## src/rtl/afe_spi_pkg.sv

```systemverilog
package afe_spi_pkg;
    localparam int FRAME_BITS = 16;
    localparam int CMD_W      = 3;
    localparam int ADDR_W     = 4;
    localparam int DATA_W     = 9;
    localparam int NREG       = 8;
    localparam int REG_AW     = $clog2(NREG);
    localparam int NCH        = 3;

    typedef enum logic [CMD_W-1:0] {
        CMD_CLAMP_ON  = 3'd0,
        CMD_CLAMP_OFF = 3'd1,
        CMD_SLEEP     = 3'd2,
        CMD_SOFT_RST  = 3'd3,
        CMD_HOLD_ON   = 3'd4,
        CMD_HOLD_OFF  = 3'd5,
        CMD_READ      = 3'd6,
        CMD_WRITE     = 3'd7
    } cmd_e;

    typedef enum logic [2:0] {
        ST_IDLE, ST_HEADER, ST_WDATA, ST_RDATA, ST_CHECK
    } frame_st_e;

    typedef enum logic {
        MODE_ACTIVE, MODE_SLEEP
    } mode_e;

    typedef struct packed {
        cmd_e              cmd;
        logic [ADDR_W-1:0] addr;
        logic [DATA_W-1:0] data;
    } frame_t;
endpackage

```

## src/rtl/afe_spi_sync.sv

```systemverilog
module afe_spi_sync #(
    parameter int STAGES = 2
) (
    input  logic clk,
    input  logic rst_n,
    input  logic sclk_i,
    input  logic cs_n_i,
    input  logic sdio_i,
    output logic sclk_rise,
    output logic sclk_fall,
    output logic cs_n_s,
    output logic sdio_s
);
    localparam logic [2:0] RST_VAL = 3'b010; // {sclk, cs_n, sdio}

    logic [2:0] pipe [STAGES];
    logic       sclk_d;

    genvar g;
    generate
        for (g = 0; g < STAGES; g++) begin : g_stage
            always_ff @(posedge clk or negedge rst_n) begin
                if (!rst_n)
                    pipe[g] <= RST_VAL;
                else if (g == 0)
                    pipe[g] <= {sclk_i, cs_n_i, sdio_i};
                else
                    pipe[g] <= pipe[(g == 0) ? 0 : g-1];
            end
        end
    endgenerate

    always_ff @(posedge clk or negedge rst_n) begin
        if (!rst_n) sclk_d <= 1'b0;
        else        sclk_d <= pipe[STAGES-1][2];
    end

    assign cs_n_s    = pipe[STAGES-1][1];
    assign sdio_s    = pipe[STAGES-1][0];
    assign sclk_rise =  pipe[STAGES-1][2] & ~sclk_d;
    assign sclk_fall = ~pipe[STAGES-1][2] &  sclk_d;
endmodule

```

## src/rtl/afe_spi_frame.sv

```systemverilog
module afe_spi_frame
    import afe_spi_pkg::*;
(
    input  logic              clk,
    input  logic              rst_n,
    input  logic              sclk_rise,
    input  logic              sclk_fall,
    input  logic              cs_n_s,
    input  logic              sdio_s,
    input  logic [DATA_W-1:0] rd_data,
    output logic [REG_AW-1:0] rd_addr,
    output logic              frame_valid,
    output frame_t            frame_o,
    output logic              sdio_o,
    output logic              sdio_oe_o
);
    localparam int HDR_BITS = CMD_W + ADDR_W;
    localparam int CNT_W    = $clog2(FRAME_BITS + 2);
    localparam logic [CNT_W-1:0] CNT_SAT  = CNT_W'(FRAME_BITS + 1);
    localparam logic [CNT_W-1:0] CNT_FULL = CNT_W'(FRAME_BITS);
    localparam logic [CNT_W-1:0] CNT_HDR  = CNT_W'(HDR_BITS - 1);

    frame_st_e             state, nxt;
    logic [CNT_W-1:0]      cnt;
    logic [FRAME_BITS-1:0] shreg, shift_nx;
    logic [DATA_W-1:0]     rd_sh;
    logic                  hdr_done, shifting;

    assign shift_nx = {shreg[FRAME_BITS-2:0], sdio_s};
    assign hdr_done = (state == ST_HEADER) && sclk_rise && (cnt == CNT_HDR);
    assign rd_addr  = shift_nx[REG_AW-1:0];
    assign shifting = (state == ST_HEADER) || (state == ST_WDATA) || (state == ST_RDATA);
    assign frame_o  = frame_t'(shreg);

    always_ff @(posedge clk or negedge rst_n) begin
        if (!rst_n) state <= ST_IDLE;
        else        state <= nxt;
    end

    always_comb begin
        nxt = state;
        unique case (state)
            ST_IDLE:   if (!cs_n_s) nxt = ST_HEADER;
            ST_HEADER: begin
                if (cs_n_s)
                    nxt = ST_IDLE;
                else if (hdr_done)
                    nxt = (cmd_e'(shift_nx[HDR_BITS-1 -: CMD_W]) == CMD_READ) ? ST_RDATA : ST_WDATA;
            end
            ST_WDATA:  if (cs_n_s) nxt = ST_CHECK;
            ST_RDATA:  if (cs_n_s) nxt = ST_CHECK;
            ST_CHECK:  nxt = ST_IDLE;
            default:   nxt = ST_IDLE;
        endcase
    end

    always_ff @(posedge clk or negedge rst_n) begin
        if (!rst_n) begin
            cnt   <= '0;
            shreg <= '0;
            rd_sh <= '0;
        end else begin
            if (state == ST_IDLE)
                cnt <= '0;
            else if (shifting && sclk_rise && cnt != CNT_SAT)
                cnt <= cnt + 1'b1;
            if (shifting && sclk_rise)
                shreg <= shift_nx;
            if (hdr_done)
                rd_sh <= rd_data;
            else if (state == ST_RDATA && sclk_fall)
                rd_sh <= {rd_sh[DATA_W-2:0], 1'b0};
        end
    end

    always_ff @(posedge clk or negedge rst_n) begin
        if (!rst_n) begin
            frame_valid <= 1'b0;
            sdio_o      <= 1'b0;
            sdio_oe_o   <= 1'b0;
        end else begin
            frame_valid <= (state == ST_CHECK) && (cnt == CNT_FULL);
            if (state == ST_RDATA && !cs_n_s && sclk_fall) begin
                sdio_o    <= rd_sh[DATA_W-1];
                sdio_oe_o <= 1'b1;
            end else if (state != ST_RDATA) begin
                sdio_o    <= 1'b0;
                sdio_oe_o <= 1'b0;
            end
        end
    end


    oe_turn_chk: assert property (@(posedge clk) disable iff (!rst_n)
        $rose(sdio_oe_o) |-> $past(state == ST_RDATA && sclk_fall));


    exec_len_chk: assert property (@(posedge clk) disable iff (!rst_n)
        frame_valid |-> $past(state == ST_CHECK) && $past(cnt) == CNT_FULL);
endmodule

```

## src/rtl/afe_cfg_regs.sv

```systemverilog
module afe_cfg_regs
    import afe_spi_pkg::*;
(
    input  logic              clk,
    input  logic              rst_n,
    input  logic              wr_en,
    input  logic [REG_AW-1:0] wr_addr,
    input  logic [DATA_W-1:0] wr_data,
    input  logic              clr_perr,
    input  logic [NCH-1:0]    chan_stat_i,
    input  logic [REG_AW-1:0] rd_addr,
    output logic [DATA_W-1:0] rd_data,
    output logic [NCH-1:0]    chan_en
);
    localparam int NSTORE = NREG - 1;
    localparam logic [DATA_W-1:0] REG_RST = DATA_W'(1);
    localparam logic [REG_AW-1:0] STAT_A  = REG_AW'(NREG - 1);

    logic [DATA_W-1:0] regs [NSTORE];
    logic              perr;
    logic [DATA_W-1:0] status;
    logic              wr_ok;

    assign wr_ok = wr_en && (wr_addr != STAT_A) && (^wr_data);

    genvar g;
    generate
        for (g = 0; g < NSTORE; g++) begin : g_reg
            always_ff @(posedge clk or negedge rst_n) begin
                if (!rst_n)
                    regs[g] <= REG_RST;
                else if (wr_ok && wr_addr == REG_AW'(g))
                    regs[g] <= wr_data;
            end

            odd_row_chk: assert property (@(posedge clk) disable iff (!rst_n) ^regs[g]);
        end
    endgenerate

    always_ff @(posedge clk or negedge rst_n) begin
        if (!rst_n)
            perr <= 1'b0;
        else if (clr_perr)
            perr <= 1'b0;
        else if (wr_en && wr_addr != STAT_A && !(^wr_data))
            perr <= 1'b1;
    end

    assign status  = {chan_stat_i, {(DATA_W-NCH-2){1'b0}}, perr, 1'b0};
    assign rd_data = (rd_addr == STAT_A) ? status : regs[rd_addr];

    for (genvar c = 0; c < NCH; c++) begin : g_en
        assign chan_en[c] = regs[0][c+1];
    end


    perr_sticky_chk: assert property (@(posedge clk) disable iff (!rst_n)
        $past(perr) && !$past(clr_perr) |-> perr);
endmodule

```

## src/rtl/afe_cmd_ctrl.sv

```systemverilog
module afe_cmd_ctrl
    import afe_spi_pkg::*;
(
    input  logic           clk,
    input  logic           rst_n,
    input  logic           frame_valid,
    input  cmd_e           cmd_i,
    input  logic [NCH-1:0] chan_en_i,
    output logic [NCH-1:0] clamp_o,
    output logic           sleep_o,
    output logic           soft_rst_o,
    output logic           agc_hold_o
);
    mode_e mode, mode_nx;

    always_ff @(posedge clk or negedge rst_n) begin
        if (!rst_n) mode <= MODE_ACTIVE;
        else        mode <= mode_nx;
    end

    always_comb begin
        mode_nx = mode;
        if (frame_valid) begin
            unique case (cmd_i)
                CMD_SLEEP:    mode_nx = MODE_SLEEP;
                CMD_SOFT_RST: mode_nx = mode;
                default:      mode_nx = MODE_ACTIVE;
            endcase
        end
    end

    assign sleep_o = (mode == MODE_SLEEP);

    always_ff @(posedge clk or negedge rst_n) begin
        if (!rst_n) begin
            clamp_o    <= '0;
            soft_rst_o <= 1'b0;
            agc_hold_o <= 1'b0;
        end else begin
            soft_rst_o <= 1'b0;
            if (frame_valid) begin
                unique case (cmd_i)
                    CMD_CLAMP_ON:  clamp_o    <= chan_en_i;
                    CMD_CLAMP_OFF: clamp_o    <= '0;
                    CMD_SOFT_RST:  soft_rst_o <= (mode == MODE_ACTIVE);
                    CMD_HOLD_ON:   agc_hold_o <= 1'b1;
                    CMD_HOLD_OFF:  agc_hold_o <= 1'b0;
                    default:       ;
                endcase
            end
        end
    end


    clamp_en_chk: assert property (@(posedge clk) disable iff (!rst_n)
        (clamp_o & ~$past(clamp_o) & ~$past(chan_en_i)) == '0);


    srst_pulse_chk: assert property (@(posedge clk) disable iff (!rst_n)
        soft_rst_o |=> !soft_rst_o);


    srst_active_chk: assert property (@(posedge clk) disable iff (!rst_n)
        soft_rst_o |-> !sleep_o && $stable(clamp_o) && $stable(agc_hold_o));
endmodule

```

## src/rtl/afe_ctrl_spi.sv

```systemverilog
module afe_ctrl_spi
    import afe_spi_pkg::*;
#(
    parameter int SYNC_STAGES = 2
) (
    input  logic           clk,
    input  logic           rst_n,
    input  logic           cs_n_i,
    input  logic           sclk_i,
    input  logic           sdio_i,
    output logic           sdio_o,
    output logic           sdio_oe_o,
    input  logic [NCH-1:0] chan_stat_i,
    output logic [NCH-1:0] clamp_o,
    output logic           sleep_o,
    output logic           soft_rst_o,
    output logic           agc_hold_o
);
    logic              sclk_rise, sclk_fall, cs_n_s, sdio_s;
    logic              frame_valid;
    frame_t            frame;
    logic [REG_AW-1:0] rd_addr;
    logic [DATA_W-1:0] rd_data;
    logic [NCH-1:0]    chan_en;
    logic              wr_en;

    afe_spi_sync #(.STAGES(SYNC_STAGES)) u_sync (
        .clk(clk), .rst_n(rst_n), .sclk_i(sclk_i), .cs_n_i(cs_n_i), .sdio_i(sdio_i),
        .sclk_rise(sclk_rise), .sclk_fall(sclk_fall), .cs_n_s(cs_n_s), .sdio_s(sdio_s)
    );

    afe_spi_frame u_frame (
        .clk(clk), .rst_n(rst_n), .sclk_rise(sclk_rise), .sclk_fall(sclk_fall),
        .cs_n_s(cs_n_s), .sdio_s(sdio_s), .rd_data(rd_data), .rd_addr(rd_addr),
        .frame_valid(frame_valid), .frame_o(frame), .sdio_o(sdio_o), .sdio_oe_o(sdio_oe_o)
    );

    assign wr_en = frame_valid && (frame.cmd == CMD_WRITE);

    afe_cfg_regs u_regs (
        .clk(clk), .rst_n(rst_n), .wr_en(wr_en), .wr_addr(frame.addr[REG_AW-1:0]),
        .wr_data(frame.data), .clr_perr(soft_rst_o), .chan_stat_i(chan_stat_i),
        .rd_addr(rd_addr), .rd_data(rd_data), .chan_en(chan_en)
    );

    afe_cmd_ctrl u_ctrl (
        .clk(clk), .rst_n(rst_n), .frame_valid(frame_valid), .cmd_i(frame.cmd),
        .chan_en_i(chan_en), .clamp_o(clamp_o), .sleep_o(sleep_o),
        .soft_rst_o(soft_rst_o), .agc_hold_o(agc_hold_o)
    );
endmodule

```

## config.mk

```make
export PLATFORM = sky130hd
export DESIGN_NAME = afe_ctrl_spi
export DESIGN_NICKNAME = d
export VERILOG_FILES = /design/src/rtl/afe_spi_pkg.sv /design/src/rtl/afe_spi_sync.sv /design/src/rtl/afe_spi_frame.sv /design/src/rtl/afe_cfg_regs.sv /design/src/rtl/afe_cmd_ctrl.sv /design/src/rtl/afe_ctrl_spi.sv
export SDC_FILE = /design/constraint.sdc
export NUM_CORES = 1
export LEC_CHECK = 0
export ABC_AREA = 1
export BUFFER_PORTS_ARGS = -buffer_cell sky130_fd_sc_hd__buf_2
export CAP_MARGIN = 20
export CORE_UTILIZATION = 65
export DETAILED_ROUTE_END_ITERATION = 10
export HOLD_SLACK_MARGIN = 0.15
export PLACE_DENSITY = 0.83
export SLEW_MARGIN = 20
export SYNTH_ARGS = -nofsm -noshare
export SYNTH_HDL_FRONTEND = slang
export SYNTH_HIERARCHICAL = 1
export SYNTH_SLANG_ARGS = --single-unit
```

## constraint.sdc

```tcl
create_clock -name clk -period 4.1 [get_ports clk]
set_input_delay 0.82 -clock clk [delete_from_list [all_inputs] [get_ports clk]]
set_output_delay 0.82 -clock clk [all_outputs]
set_load 0.005 [all_outputs]
```

==> results of run 1 <==
[registers in the layout, indices dropped and copies added, names as in the netlist]
register             flops
u_sync/pipe              4
u_sync/sclk_d            1
u_frame/sdio_oe_o        1
u_regs/regs             60
u_frame/state            3
u_ctrl/sleep_o           1
u_ctrl/soft_rst_o        1
u_ctrl/agc_hold_o        1
u_frame/frame_valid      1
u_regs/perr              1
u_frame/rd_sh            9
u_regs/chan_en           3
u_sync/sdio_s            1
u_frame/frame_o         16
u_frame/sdio_o           1
u_sync/cs_n_s            1
u_frame/cnt              5
u_ctrl/clamp_o           3
[synthesized netlist by cell type (9+ instances only)]
master    number
inv_1         23
buf_4         17
nor2_1        31
nand4_1       66
nand2_2        9
dfrtp_1      104
o21ai_0       27
nand2_1      259
buf_2         10
o21ai_1       10
nand3_1       36
dfstp_2        9
inv_2         15
clkbuf_1      10
[power groups by stage]
| stage | logic (uW) | clock network, uW | registers (uW) |
|---|---|---|---|
| floorplan | 1220 | 0 | 1230 |
| global placement | 1090 | 0 | 1380 |
| detailed placement | 1120 | 0 | 1390 |
| CTS | 1130 | 1350 | 1370 |
| global route | 1260 | 1400 | 1390 |
| finish | 1160 | 1340 | 1380 |
[critical path, cell delays in order, from the launching register on]
cell and delay, ns:
dfrtp_1 0.65, inv_2 0.20, o31ai_4 0.26, clkinv_2 0.80, buf_4 0.49, nand4_1 0.11, nand2_1 0.09
[metal layers]
layer  vias up  part of all wire
met3        56             0.083
met2       260              0.47
li1       2319                 -
met4         0             0.045
met5         -                 0
met1      2421              0.40
[through the flow]
stage / hold WS (ns) / area [um^2] / util / std cells / worst slack [ns]
after floorplan: 0.331 / 5900 / - / 702 / 2.55
after global routing: 0.355 / 6420 / 0.733 / 818 / 1.27
after detailed placement: 0.339 / 5880 / 0.670 / 787 / 1.60
after CTS: 0.352 / 6420 / 0.733 / 818 / 1.58
final: 0.352 / 6420 / 0.733 / 818 / 1.37
after global placement: 0.333 / 5880 / 0.670 / 787 / 1.72
[worst min path at each step]
stage,startpoint,to,cells past startpoint
6_report,u_sync/pipe[3]$_DFF_PN0_,u_sync/sdio_s$_DFF_PN0_,0
2_1_floorplan,u_sync/pipe[5]$_DFF_PN0_,u_sync/pipe[2]$_DFF_PN0_,0
4_1_cts,u_sync/pipe[3]$_DFF_PN0_,u_sync/sdio_s$_DFF_PN0_,0
3_5_place_dp,u_sync/pipe[3]$_DFF_PN0_,u_sync/sdio_s$_DFF_PN0_,0
5_1_grt,u_sync/pipe[3]$_DFF_PN0_,u_sync/sdio_s$_DFF_PN0_,0
3_3_place_gp,u_sync/pipe[3]$_DFF_PN0_,u_sync/sdio_s$_DFF_PN0_,0
[area by class of cell]
| type | count | area, um^2 |
|---|---|---|
| repair buffers | 18 | 113 |
| multi-input cells | 504 | 2610 |
| flip-flops and latches | 113 | 2840 |
| clock buffers | 21 | 459 |
| clock inverters | 10 | 86.3 |
| inverters | 44 | 176 |
| well taps | 108 | 135 |
| fillers | 631 | 2340 |
[cell families (layout without fill, tap and decap cells)]
kind of cell / after synthesis / count (layout) / share of synthesized area
and+or+nand+nor: 439 / 439 / 0.371
DFF: 113 / 113 / 0.481
buffers and inverters: 85 / 93 / 0.0753
AOI/OAI and AO/OA: 57 / 57 / 0.0567
adders and majority gates: 4 / 4 / 0.00849
xor gates and xnor gates: 4 / 4 / 0.00722
[layout by cell type (no fill, tap or decap), types with 6 or more instances in the layout]
master	n
nand2_2	9
o21ai_0	27
nand3_2	7
nor3_4	7
o21ai_1	10
nand2_1	259
nand3_4	7
nand3_1	36
nand4_1	66
a21oi_1	6
inv_2	14
dfrtp_1	104
clkinv_2	6
nor2_1	31
buf_2	14
inv_1	23
dfstp_2	9
clkbuf_16	16
==> reports/metrics.cfg, run 1 <==
[floorplanning]
coreArea_um2 = 8760
initial_core_util = 0.673
io_pins = 16
dieArea_um2 = 9460
die_x_um = 97.2
die-height_um = 97.2
row_count = 34

[worst_setup_path]
path_class = flop to flop
path_max_fanout = 63
regToRegSetupSlack_ns = 1.37
cp.required_ns = 4.49
start_kind = flop
cp-end-kind = flop
r2r_start = u_frame/frame_o[9]$_DFFE_PN0P_
crit_arrival_ns = 3.12
startpoint = u_frame/frame_o[9]$_DFFE_PN0P_
reg2reg_to = u_regs/chan_en[0]$_DFFE_PN0P_
cp-endpoint = u_regs/chan_en[0]$_DFFE_PN0P_
r2r_cells = 6

[logic_synthesis]
syn-cell-area_um2 = 5900
synthDominantCellAreaShare = 0.441
ys_top_cells_by_area = dfrtp_1 (44%), nand2_1 (16%), nand4_1 (7.0%)
yosysUniqueCellTypes = 39
yosysWarnings = 6
avgSynthCellArea_um2 = 8.40
syn-instance-count = 702
synth.yosys.seq_area_share = 0.481
ys.flop_type = dfrtp_1
netlist.top_cell.by_area = dfrtp_1
ys_seq_elements = 113
synth_edf_count = 0
postSynth.asyncResetShare = 1.00
syn-num-nets = 714

[sta]
slew_headroom = 0.328
hold_viol = 0
tns_ns = 0
finClkSkew_ns = 0.0103
post-route-period-util = 0.666
period_minus_slack_ns = 2.73
fmax_mhz = 366
setup_viol = 0
drv_slew = 0
rsz0062_at_grt = no
tightest_slew_ns = 1.01

[cts]
cts-root-buf = clkbuf_8
postCtsSetupBuffers = 0
insertion_delay_ns = 0.52
ctsResizeCount = 0
cts_hold_buf = 0
clk_pin_slew_ns = 0.06
cts_buffer_depth = 2
h-tree-depth = 4
numClockSinks = 113
cts_buffers = 17
cts_tree = done

[placed_design]
dp_hpwl_um = 9240
place.gp.congestion = 0.918
port_buffers = 15

[grt]
grt_pass1_wl_um = 23700
grt_max_degree = 71
grt_pass1_vias = 4855
track_usage = 0.324
antenna_found_initial = 0
grt.met3_usage = 0.0842
grt_overflow = 0
grt_use_met1 = 0.420
busiest_layer = met2
grtUsageMet2 = 0.507

[power]
p_sw_frac = 0.416
power.total_uw = 3880
seqPwrFrac = 0.357
p_leak_uw = 0.00317
powerDensity_nw_per_um2 = 603
p_comb_frac = 0.298
clkPwrFrac = 0.345
vdd_drop_max_mv = 0.804
intPower_uw = 2260
netSwitchingPower_uw = 1610

[drt]
drc = 0
firstDrtPassIters = 6
via_per_inst = 6.18
wl_per_cell_um = 17.6
drt_iter0_drc = 593
ant_nets = 0
wirelength_um = 14400
num_vias = 5056

[finish]
syn2layout_area_growth_pct = 8.91
antenna_cells = 0
drive_gt1_frac = 0.168
final_nets = 710

[hold_path]
hold_class = flop to flop

[flow_run]
cap_violations = 0

[status]
outcome = complete, no violations

(Power assumes the default switching activity.)
==> run 2: changes to the inputs <==
CORE_UTILIZATION = 62   (was 65)
PLACE_DENSITY = 0.79   (was 0.83)
clock period = 2.8 ns   (was 4.1 ns; I/O delays follow)
==> run 2 against run 1 <==
Utilization fell by 1.2 points. First-iteration DRC count decreased by 25%. Total power is 59% higher. Clock power rose by 68%. Maximum frequency is 14% higher. Critical path type unchanged. Critical endpoint is now u_frame/rd_sh[1]$_DFFE_PN0P_. Largest power group is now the clock network.
==> reports/metrics.cfg, run 2 (same netlist as run 1, synthesis figures left out) <==
[status]
outcome = complete, no violations

[power]
powerDensity_nw_per_um2 = 928
netSwitchingPower_uw = 2460
p_comb_frac = 0.321
p_leak_uw = 0.00327
intPower_uw = 3720
seqPwrFrac = 0.315
p_sw_frac = 0.398
clkPwrFrac = 0.364
vdd_drop_max_mv = 1.42

[cts]
insertion_delay_ns = 0.52
h-tree-depth = 4
clk_pin_slew_ns = 0.06
cts_tree = done
numClockSinks = 113
cts_buffer_depth = 2
cts-root-buf = clkbuf_8
cts_buffers = 17

[finish]
final_nets = 726
largest_register_ffs = 60
final_common_cell = nand2_1
antenna_cells = 0
final_cell_mix = nand2_1 (259), dfrtp_1 (104), nand4_1 (66)
largest-register = u_regs/regs
drive_gt1_frac = 0.183
final_area_um2 = 6660
syn2layout_area_growth_pct = 12.9

[placed_design]
place.gp.congestion = 0.870
dp_hpwl_um = 9630
port_buffers = 15
dpl_cell_area_um2 = 5990

[sta]
period_minus_slack_ns = 2.39
fmax_mhz = 418
tightest_slew_ns = 0.783
slew_headroom = 0.477
post-route-period-util = 0.854
finClkSkew_ns = 0.00599
tns_ns = 0
setup_viol = 0
hold_viol = 0
rsz0062_at_grt = no
drv_slew = 0

[worst_setup_path]
crit_slowest_cell = nor2_2
crit_family = simple AND/OR/NAND/NOR gates
cpPeakStageDelay_ns = 0.68
startpoint = u_frame/frame_o[0]$_DFFE_PN0P_
cp.required_ns = 3.25
cp-end-kind = flop
start_kind = flop
path_class = flop to flop
path_cells = inv_1 -> nor2_2 -> a22oi_1 -> o21ai_0 -> nand2_1 -> nand3_1 -> nand2_1 -> nand3_1
path_max_fanout = 18
r2r_start = u_frame/frame_o[0]$_DFFE_PN0P_
crit_arrival_ns = 2.84
cp_num_buf_inv = 1

[grt]
grt_max_degree = 71
grt_pass1_vias = 4922
grt_pass1_wl_um = 24200
antenna_found_initial = 0
track_usage = 0.326
grt_overflow = 0

[drt]
wirelength_um = 14700
via_per_inst = 5.90
firstDrtPassIters = 5
drc = 0
num_vias = 5049
drt_iter0_drc = 447
wl_per_cell_um = 17.2
ant_nets = 0

[floorplanning]
dieArea_um2 = 9910
initial_core_util = 0.638
row_count = 35
io_pins = 16
die_x_um = 99.5
die-height_um = 99.5
coreArea_um2 = 9240

[hold_path]
hold_class = flop to flop
min_from = u_sync/pipe[4]$_DFF_PN1_

[flow_run]
cap_violations = 0

-- run 2: changes by cell type in the layout (fill, tap and decap cells not counted), moves of 2 or more --
cell	change
clkinv_2	-4
dlygate4sd3_1	+4
bufinv_16	+3
buf_4	+12
clkinvlp_4	+2
-- run 2: metrics by stage --
stage	util	hold WS (ns)	setup slack, ns	instances	power, uW
2_1_floorplan	-	0.264	1.25	702	3580
3_3_place_gp	0.648	0.333	0.469	820	3790
3_5_place_dp	0.648	0.347	0.444	820	3880
4_1_cts	0.721	0.354	0.442	856	6140
5_1_grt	0.721	0.363	0.243	856	6430
6_report	0.721	0.354	0.408	856	6180
-- run 2: what timing repair did --
item | 4_1_cts | 5_1_grt
setup buffers | 0 | 0
resized for setup | 0 | 0
hold buffers | 4 | 0
endpoints found under the hold margin | 47 | 0
-- run 2: layout make-up --
type                            count  area [um^2]
Multi-Input combinational cell    504         2610
Clock buffer                       19          442
Fill cell                         672         2580
Timing Repair Buffer               34          243
Inverter                           44          175
Tap cell                          129          161
Sequential cell                   113         2840
Clock inverter                     13          185
-- run 2: power by group through the flow --
stage / registers [uW] / logic, uW / clock network (uW)
2_1_floorplan: 1800 / 1780 / 0
3_3_place_gp: 1960 / 1830 / 0
3_5_place_dp: 1960 / 1910 / 0
4_1_cts: 1940 / 1930 / 2270
5_1_grt: 1960 / 2120 / 2350
6_report: 1950 / 1990 / 2250
-- run 2: per-layer routing --
layer,GRT usage,vias to the layer above,wire (um)
met2,0.520,231,7120
met3,0.0900,32,1130
li1,-,2351,-
met5,0,-,0
met4,0.144,0,454
met1,0.419,2435,6020
-- run 2: final timing paths --
check                                          endpoint  slack, ns  cells past startpoint
setup / recovery           u_frame/rd_sh[1]$_DFFE_PN0P_       0.41                      8
hold / removal                  u_sync/cs_n_s$_DFF_PN1_       0.35                      0
setup reg to reg           u_frame/rd_sh[1]$_DFFE_PN0P_       0.41                      8
hold reg to reg                 u_sync/cs_n_s$_DFF_PN1_       0.35                      0
max in group asynchronous   u_regs/regs[45]$_DFFE_PN1P_       1.36                      3
min in group asynchronous   u_regs/regs[29]$_DFFE_PN0P_       0.62                      2
-- run 2: worst register-to-register path, stage by stage (launching register included) --
cell,delay [ns]
dfrtp_1,0.61
inv_1,0.31
nor2_2,0.68
a22oi_1,0.20
o21ai_0,0.19
nand2_1,0.10
nand3_1,0.08
nand2_1,0.05
nand3_1,0.10
==> run 3: changes to the inputs <==
CORE_UTILIZATION = 30   (was 62)
PLACE_DENSITY = unset   (was 0.79)
==> run 3 against run 2 <==
Wire length grew 6.4%. Largest cell class unchanged. Sequential share of layout area shrank 0.99 points. Die area grew 100%. Largest power group unchanged. Critical path type unchanged. Clock-buffer cell count is the same. Maximum frequency grew 10%. Sequential power is essentially flat. Hold slack lost 0.12 ns. Critical endpoint is now u_regs/regs[12]$_DFFE_PN0P_. Non-clock buffer count shrank 2. Highest routed layer unchanged. Flip-flop and latch count is the same.
==> reports/metrics.cfg, run 3 (same netlist as run 1, synthesis figures left out) <==
[status]
outcome = complete, no violations

[sta]
finClkSkew_ns = 0.0103
drv_slew = 0
period_minus_slack_ns = 2.17
fin_ws_ns = 0.633
hold_viol = 0
fmax_mhz = 461
post-route-period-util = 0.774
slew_headroom = 0.562
tns_ns = 0
tightest_slew_ns = 0.654
rsz0062_at_grt = no
setup_viol = 0

[drt]
num_vias = 4878
wl_per_cell_um = 15.9
wirelength_um = 15700
routed.top_layer = met4
met2WireLength_um = 6960
drc = 0
wirelength_met1_um = 7820
via_per_inst = 4.95
drt_iter0_drc = 532
dr_wl_met3_um = 732
firstDrtPassIters = 5
ant_nets = 0

[floorplanning]
die_x_um = 142
io_pins = 16
die-height_um = 142
coreArea_um2 = 19000
row_count = 50
dieArea_um2 = 20200
initial_core_util = 0.311

[finish]
final_nets = 724
fin_util = 0.360
final_cell_mix = nand2_1 (259), dfrtp_1 (104), nand4_1 (66)
final_common_cell = nand2_1
drive_gt1_frac = 0.182
final_area_um2 = 6820
antenna_cells = 0
largest-register = u_regs/regs
syn2layout_area_growth_pct = 15.6
largest_register_ffs = 60

[cts]
cts_buffer_depth = 2
cts-root-buf = clkbuf_16
h-tree-depth = 4
cts_buffers = 17
clk_pin_slew_ns = 0.05
ctsResizeCount = 0
cts_tree = done
numClockSinks = 113
insertion_delay_ns = 0.43

[hold_path]
hold_class = input pin to flop

[placed_design]
dp_hpwl_um = 10700
port_buffers = 15
place.gp.congestion = 0.838
pre_cts_ws_ns = 0.674
dpl_cell_area_um2 = 6190

[grt]
antenna_found_initial = 0
grt_overflow = 0
grt_pass1_vias = 4531
grt_pass1_wl_um = 25600
track_usage = 0.169
grt_max_degree = 44

[worst_setup_path]
path_class = flop to flop
start_kind = flop
cp.required_ns = 3.11
cp-end-kind = flop
crit_arrival_ns = 2.48
path_max_fanout = 33

[power]
powerDensity_nw_per_um2 = 922
vdd_drop_max_mv = 1.05
power.total_uw = 6280
p_leak_uw = 0.00327

[flow_run]
cap_violations = 0

## run 3: cell count changes in the layout (fill, tap and decap cells not counted), sizes merged
cell / previous run / this run
clkinv: 7 / 5
dlygate4sd3: 4 / 1
inv: 41 / 43
buf: 30 / 31
## run 3: final cells by class
| class | count | area [um^2] |
|---|---|---|
| Inverter | 44 | 175 |
| Sequential cell | 113 | 2840 |
| Clock inverter | 13 | 185 |
| Timing Repair Buffer | 32 | 245 |
| Fill cell | 1979 | 12100 |
| Clock buffer | 19 | 433 |
| Multi-Input combinational cell | 504 | 2610 |
| Tap cell | 260 | 325 |
## run 3: where the power goes
part / internal (uW) / leakage (uW) / switching [uW]
sequential: 1710 / 0.00151 / 205
clock: 1490 / 0.000286 / 804
combinational: 566 / 0.00147 / 1510
## run 3: per-layer routing
metal	GRT usage	up-vias
met3	0.0461	13
met5	0	-
li1	-	2357
met4	0.0526	0
met1	0.244	2385
met2	0.245	123
## run 3: stage by stage
stage | instances | hold slack (ns)
floorplan | 702 | 0.264
global placement | 952 | 0.336
detailed placement | 952 | 0.340
CTS | 985 | 0.219
global route | 985 | 0.215
finish | 985 | 0.238
## run 3: critical path, stage by stage (launching register included)
cell,delay (ns)
dfrtp_1,0.69
inv_2,0.07
nand2_1,0.09
nand2_1,0.05
nand2_1,0.05
nand2_1,0.07
clkinv_1,0.06
nand3_2,0.09
nand2_4,0.40
nand3_4,0.26
nand2_1,0.14
nand2_1,0.05
## run 3: path summary, 6_finish.rpt
| kind | slack (ns) | cells past startpoint | endpoint | start |
|---|---|---|---|---|
| worst max register to register | 0.63 | 11 | u_regs/regs[12]$_DFFE_PN0P_ | u_frame/frame_o[4]$_DFFE_PN0P_ |
| worst max-delay path | 0.63 | 11 | u_regs/regs[12]$_DFFE_PN0P_ | u_frame/frame_o[4]$_DFFE_PN0P_ |
| worst min register to register | 0.35 | 0 | u_sync/pipe[2]$_DFF_PN0_ | u_sync/pipe[5]$_DFF_PN0_ |
| max in group asynchronous | 1.41 | 3 | u_regs/regs[18]$_DFFE_PN1P_ | rst_n |
| worst min-delay path | 0.24 | 1 | u_sync/pipe[4]$_DFF_PN1_ | cs_n_i |
| min in group asynchronous | 0.63 | 2 | u_regs/regs[28]$_DFFE_PN0P_ | rst_n |
## run 3: timing repair
item	in CTS	in global routing
endpoints found under the hold margin	26	0
endpoints found under the setup margin	0	0
hold buffers	1	0
setup buffers	0	0
